[src/rtl/pwm_pkg.sv]
package pwm_pkg;

  localparam int PS_W   = 4;
  localparam int FRAC_W = 2;

  localparam int CTRL_RUN  = 7;
  localparam int CTRL_OE   = 6;
  localparam int CTRL_PSH  = 5;
  localparam int CTRL_PSL  = 4;
  localparam int CTRL_DFLT = 0;

  localparam logic [1:0] SEL_CTRL   = 2'd0;
  localparam logic [1:0] SEL_PERIOD = 2'd1;
  localparam logic [1:0] SEL_TMR    = 2'd2;
  localparam logic [1:0] SEL_DUTY   = 2'd3;

  typedef enum logic [1:0] {
    PS_DIV1  = 2'b00,
    PS_DIV4  = 2'b01,
    PS_DIV16 = 2'b10,
    PS_DIV16B = 2'b11
  } ps_sel_e;

  // last prescaler count before a counter step (ratio - 1)
  function automatic logic [PS_W-1:0] ps_last(input ps_sel_e sel);
    case (sel)
      PS_DIV1: ps_last = 4'd0;
      PS_DIV4: ps_last = 4'd3;
      default: ps_last = 4'd15;
    endcase
  endfunction

  // two low-order timebase bits for the chosen prescale
  function automatic logic [FRAC_W-1:0] tb_low(input ps_sel_e sel,
                                               input logic [1:0] qph,
                                               input logic [PS_W-1:0] cnt);
    case (sel)
      PS_DIV1: tb_low = qph;
      PS_DIV4: tb_low = cnt[1:0];
      default: tb_low = cnt[3:2];
    endcase
  endfunction

endpackage

[src/rtl/pwm_prescaler.sv]
module pwm_prescaler
  import pwm_pkg::*;
(
  input  logic                clk,
  input  logic                rst_n,
  input  logic                run,
  input  logic                clr,
  input  ps_sel_e             sel,
  output logic                tick,
  output logic [FRAC_W-1:0]   low,
  output logic [PS_W-1:0]     cnt_o
);

  logic [1:0]      qph_q;
  logic [PS_W-1:0] cnt_q;
  logic            qedge;
  logic            at_last;

  assign qedge   = (qph_q == 2'd3);
  assign at_last = (cnt_q == ps_last(sel));
  assign tick    = run & qedge & at_last & ~clr;
  assign low     = tb_low(sel, qph_q, cnt_q);
  assign cnt_o   = cnt_q;

  always_ff @(posedge clk or negedge rst_n) begin
    if (!rst_n) qph_q <= 2'd0;
    else        qph_q <= qph_q + 2'd1;
  end

  always_ff @(posedge clk or negedge rst_n) begin
    if (!rst_n)              cnt_q <= '0;
    else if (clr || !run)    cnt_q <= '0;
    else if (qedge) begin
      if (at_last) cnt_q <= '0;
      else         cnt_q <= cnt_q + 1'b1;
    end
  end

endmodule

[src/rtl/pwm_timer.sv]
module pwm_timer #(
  parameter int TMR_W = 8
) (
  input  logic             clk,
  input  logic             rst_n,
  input  logic             run,
  input  logic             tick,
  input  logic             ld,
  input  logic [TMR_W-1:0] ld_val,
  input  logic [TMR_W-1:0] period,
  output logic [TMR_W-1:0] tmr,
  output logic             wrap
);

  logic [TMR_W-1:0] tmr_q;

  assign wrap = run & tick & ~ld & (tmr_q == period);
  assign tmr  = tmr_q;

  always_ff @(posedge clk or negedge rst_n) begin
    if (!rst_n)      tmr_q <= '0;
    else if (!run)   tmr_q <= '0;
    else if (ld)     tmr_q <= ld_val;
    else if (wrap)   tmr_q <= '0;
    else if (tick)   tmr_q <= tmr_q + 1'b1;
  end

endmodule

[src/rtl/pwm_compare.sv]
module pwm_compare #(
  parameter int DUTY_W = 10
) (
  input  logic              clk,
  input  logic              rst_n,
  input  logic              run,
  input  logic              wrap,
  input  logic [DUTY_W-1:0] master,
  input  logic [DUTY_W-1:0] tb,
  output logic [DUTY_W-1:0] slave,
  output logic              level,
  output logic              pwm
);

  logic [DUTY_W-1:0] slave_q;
  logic              level_q;
  logic              hit;

  assign hit   = (tb == slave_q);
  assign slave = slave_q;
  assign level = level_q;
  assign pwm   = level_q & ~hit;

  always_ff @(posedge clk or negedge rst_n) begin
    if (!rst_n)     slave_q <= '0;
    else if (wrap)  slave_q <= master;
  end

  always_ff @(posedge clk or negedge rst_n) begin
    if (!rst_n)      level_q <= 1'b0;
    else if (!run)   level_q <= 1'b0;
    else if (wrap)   level_q <= (master != '0);
    else if (hit)    level_q <= 1'b0;
  end

endmodule

[src/rtl/pwm_channel.sv]
module pwm_channel
  import pwm_pkg::*;
#(
  parameter int TMR_W = 8,
  localparam int DUTY_W = TMR_W + FRAC_W
) (
  input  logic              clk,
  input  logic              rst_n,
  input  logic              wr_en,
  input  logic [1:0]        wr_sel,
  input  logic [DUTY_W-1:0] wr_data,
  output logic              pin_o,
  output logic [TMR_W-1:0]  tmr_o
);

  logic              run_q, oe_q, dflt_q;
  ps_sel_e           ps_q;
  logic [TMR_W-1:0]  period_q;
  logic [DUTY_W-1:0] master_q;

  logic              wr_ctrl, wr_tmr, ps_clr;
  logic              tick, wrap;
  logic [FRAC_W-1:0] tb_lo;
  logic [PS_W-1:0]   ps_cnt;
  logic [TMR_W-1:0]  tmr_q;
  logic [DUTY_W-1:0] tb, slave_q;
  logic              level_q, pwm;

  assign wr_ctrl = wr_en && (wr_sel == SEL_CTRL);
  assign wr_tmr  = wr_en && (wr_sel == SEL_TMR);
  assign ps_clr  = wr_ctrl | wr_tmr;

  always_ff @(posedge clk or negedge rst_n) begin
    if (!rst_n) begin
      run_q  <= 1'b0;
      oe_q   <= 1'b0;
      dflt_q <= 1'b0;
      ps_q   <= PS_DIV1;
    end else if (wr_ctrl) begin
      run_q  <= wr_data[CTRL_RUN];
      oe_q   <= wr_data[CTRL_OE];
      dflt_q <= wr_data[CTRL_DFLT];
      ps_q   <= ps_sel_e'(wr_data[CTRL_PSH:CTRL_PSL]);
    end
  end

  always_ff @(posedge clk or negedge rst_n) begin
    if (!rst_n)                            period_q <= '1;
    else if (wr_en && wr_sel == SEL_PERIOD) period_q <= wr_data[TMR_W-1:0];
  end

  always_ff @(posedge clk or negedge rst_n) begin
    if (!rst_n)                          master_q <= '0;
    else if (wr_en && wr_sel == SEL_DUTY) master_q <= wr_data;
  end

  pwm_prescaler u_ps (
    .clk   (clk),
    .rst_n (rst_n),
    .run   (run_q),
    .clr   (ps_clr),
    .sel   (ps_q),
    .tick  (tick),
    .low   (tb_lo),
    .cnt_o (ps_cnt)
  );

  pwm_timer #(.TMR_W(TMR_W)) u_tmr (
    .clk    (clk),
    .rst_n  (rst_n),
    .run    (run_q),
    .tick   (tick),
    .ld     (wr_tmr),
    .ld_val (wr_data[TMR_W-1:0]),
    .period (period_q),
    .tmr    (tmr_q),
    .wrap   (wrap)
  );

  assign tb = {tmr_q, tb_lo};

  pwm_compare #(.DUTY_W(DUTY_W)) u_cmp (
    .clk    (clk),
    .rst_n  (rst_n),
    .run    (run_q),
    .wrap   (wrap),
    .master (master_q),
    .tb     (tb),
    .slave  (slave_q),
    .level  (level_q),
    .pwm    (pwm)
  );

  assign pin_o = oe_q ? pwm : dflt_q;
  assign tmr_o = tmr_q;

endmodule

[config.mk]
export PLATFORM = sky130hd
export DESIGN_NAME = pwm_channel
export DESIGN_NICKNAME = d
export VERILOG_FILES = /design/src/rtl/pwm_pkg.sv /design/src/rtl/pwm_prescaler.sv /design/src/rtl/pwm_timer.sv /design/src/rtl/pwm_compare.sv /design/src/rtl/pwm_channel.sv
export SDC_FILE = /design/constraint.sdc
export NUM_CORES = 1
export LEC_CHECK = 0
export BUFFER_PORTS_ARGS = -buffer_cell sky130_fd_sc_hd__buf_2
export CORE_MARGIN = 4
export CORE_UTILIZATION = 40
export CTS_CLUSTER_SIZE = 30
export DETAILED_ROUTE_END_ITERATION = 8
export PLACE_DENSITY = 0.61
export SYNTH_ARGS = -nofsm -noshare
export SYNTH_HDL_FRONTEND = slang
export SYNTH_HIERARCHICAL = 1
export SYNTH_SLANG_ARGS = --single-unit
[constraint.sdc]
create_clock -name clk -period 8.4 [get_ports clk]
set_clock_uncertainty 0.2 [all_clocks]
set_input_delay 0 -clock clk [delete_from_list [all_inputs] [get_ports clk]]
set_output_delay 0 -clock clk [all_outputs]
set_load 0.02 [all_outputs]
==> reports/results.tsv <==
metric	value	unit
status	finished clean	
PortBufs	23	
worst endpoint required time	8400	ps
routed length on met2	2490	µm
Synth area leader	dfrtp_1	
fin. max-slew vios	0	
most common cell after layout, fill and taps aside	dfrtp_1	
largest net degree at the start of global routing	49	
syn nets	223	
library cells used by synthesis	51	
hold_ws	78.0	ps
die width	86.8	µm
GRT Residual Overflow	0	
Num CTS Buffers	5	
Worst Path Arrival	3500	ps
fin crit share	41.6	%
Final Core Density	48.9	%
register area share after synthesis	48.7	%
drt pass-1 iters	4	
1st-iter DRT viols	160	
Met3 Wirelength	229	µm
Post-synth EDFFs	0	
vias per cell	5.46	
Yosys warning count	6	
post-layout minimum cycle time	3500	ps
via count	1747	
final setup fails	0	
TNS Setup	0	ps
# rows	28	
Antenna Nets Post-Route	0	
total I/O pin count	24	
Slew headroom	28.6	%
area of the core	5990	µm²
crit path launch type	register	
top post-synthesis cells by area	dfrtp_1, mux2_2, dfstp_2	
RSZ-0062 raised after global routing	false	
share of layout cells above drive strength 1	34.3	%
CTS sink cnt	48	
Worst VDD drop	101	µV
M1 WL	2650	µm
H-tree depth	2	
post-synth top area share	40.3	%
top sig layer	met4	
worst-path cell chain	or3_4 -> a2111oi_4 -> o211a_1 -> nand3_1 -> nor2_1 -> nor4b_1 -> nand3_1 -> o211a_1	
PD cells	198	nW/µm²
total track usage	16.2	%
Root Driver	clkbuf_8	
Post-Synthesis Cells	205	
max-cap viol count	0	
wire per inst	17.1	µm
WS Path Type	register to register	
flops & latches, synth	48	
initial core utilization	41.5	%
syn_area_per_cell	12.1	µm²
post-place setup slack	4950	ps
Post-Synthesis Cell Area	2490	µm²
slowest stage delay, CP	800	ps
achievable frequency	0.286	GHz
Clk Latency, worst-skew pair	300	ps
routability cong.	0.813	
Worst Setup End Kind	register	
vias in the first global route	1789	
ant diodes	0	
endpoints failing hold	0	
# DRC	0	
Hold Crit Class	primary input to register	
Final WS setup	4900	ps
most frequent cells in the layout	dfrtp_1, mux2_2, buf_2	
Synth async-reset ratio	100	%
Slew @ Worst Pin	1070	ps
FF-to-FF setup slack	4900	ps
final net count	262	
CTS clk-pin slew, worst paths	90	ps
Routed WL	5470	µm
antenna violations before repair	0	
Static Leak	0.00131	µW
Die Span Y	86.8	µm
dpl cells	299	
Layout area overhead	17.9	%
Max Fanout on Critical Path	12	
post-DP HPWL	3930	µm
ys flop type	dfrtp_1	
slowest stage cell on the critical path	nor2_1	
CTS tree	done	
Layout Cells excl Fill	320	
maximum clock insertion buffer count	2	
DIE AREA	7540	µm²
global-route wire length before repair	9290	µm
## layout make-up
cell class | instances | area (µm²)
flip-flops and latches | 48 | 1210
clock inverters | 2 | 38.8
multi-input cells | 146 | 1230
fillers | 540 | 3060
well taps | 75 | 93.8
repair buffers | 36 | 245
inverters | 7 | 26.3
clock buffers | 6 | 82.6
## power by group
| part | internal (µW) | switching [µW] |
|---|---|---|
| clock network | 97.4 | 79.8 |
| logic | 56.1 | 50.3 |
| registers | 263 | 33.7 |
## Yosys cell counts (2+ instances only)
master	number
nand2b_1	3
nand3b_1	3
mux2_1	3
xnor2_1	8
a32oi_1	2
nand4_1	2
a21oi_1	2
mux2i_1	3
mux2_2	31
nor3_1	6
o211a_1	2
dfstp_2	8
and3_1	4
nor4_2	2
and2_1	2
ha_1	3
o21ai_0	9
nor2_1	5
xor2_1	12
nand2_1	5
o211ai_1	2
inv_1	7
clkbuf_1	3
nand4b_1	3
nand3_1	10
dfrtp_1	40
## sequential cells by signal (all words and copies together) (netlist names)
register,count
ps_q,2
oe_q,1
run_q,1
period_q,8
dflt_q,1
u_cmp/slave,10
u_ps/cnt_o,4
u_tmr/tmr,8
master_q,10
u_cmp/level,1
u_ps/qph_q,2
## per-layer routing
metal	track usage, %	vias to the layer above
met4	6.52	0
li1	-	835
met3	2.95	9
met5	0	-
met1	22.7	856
met2	24.8	47
## worst max-delay path, delay by kind of cell, from the launching register on
kind	cells	cell delay, ps
AND/OR/NAND/NOR	5	1830
AO/OA/AOI/OAI	3	910
flip-flops	1	450
## logic make-up after synthesis
logic type | Yosys count | synth area share [%]
xor+xnor | 20 | 7.05
fa+ha+maj | 3 | 1.51
flops | 48 | 48.7
mux | 37 | 16.6
buf+inv | 11 | 1.71
simple gates | 59 | 15.7
compound gates | 27 | 8.76
## final timing paths
kind,from,to,depth (start not counted)
max reg2reg,ps_q[0],u_cmp/level,8
min,wr_en,master_q[3],3
min reg2reg,u_ps/qph_q[0],u_ps/qph_q[0],1
min in group asynchronous,rst_n,u_ps/qph_q[1],2
max,ps_q[0],u_cmp/level,8
max in group asynchronous,rst_n,u_tmr/tmr[7],2
## stage by stage
stage	power (µW)	instance area [µm²]
after floorplan	367	2490
after global placement	403	2680
after detailed placement	405	2680
after CTS	589	2930
after global routing	615	2930
final	580	2930
## what timing repair did
item,4_1_cts,5_1_grt
buffers inserted,0,0
endpoints found under the hold margin,70,0
hold buffers,13,0
gates resized for setup,0,0
No activity file was read; power rests on OpenSTA's default activity.
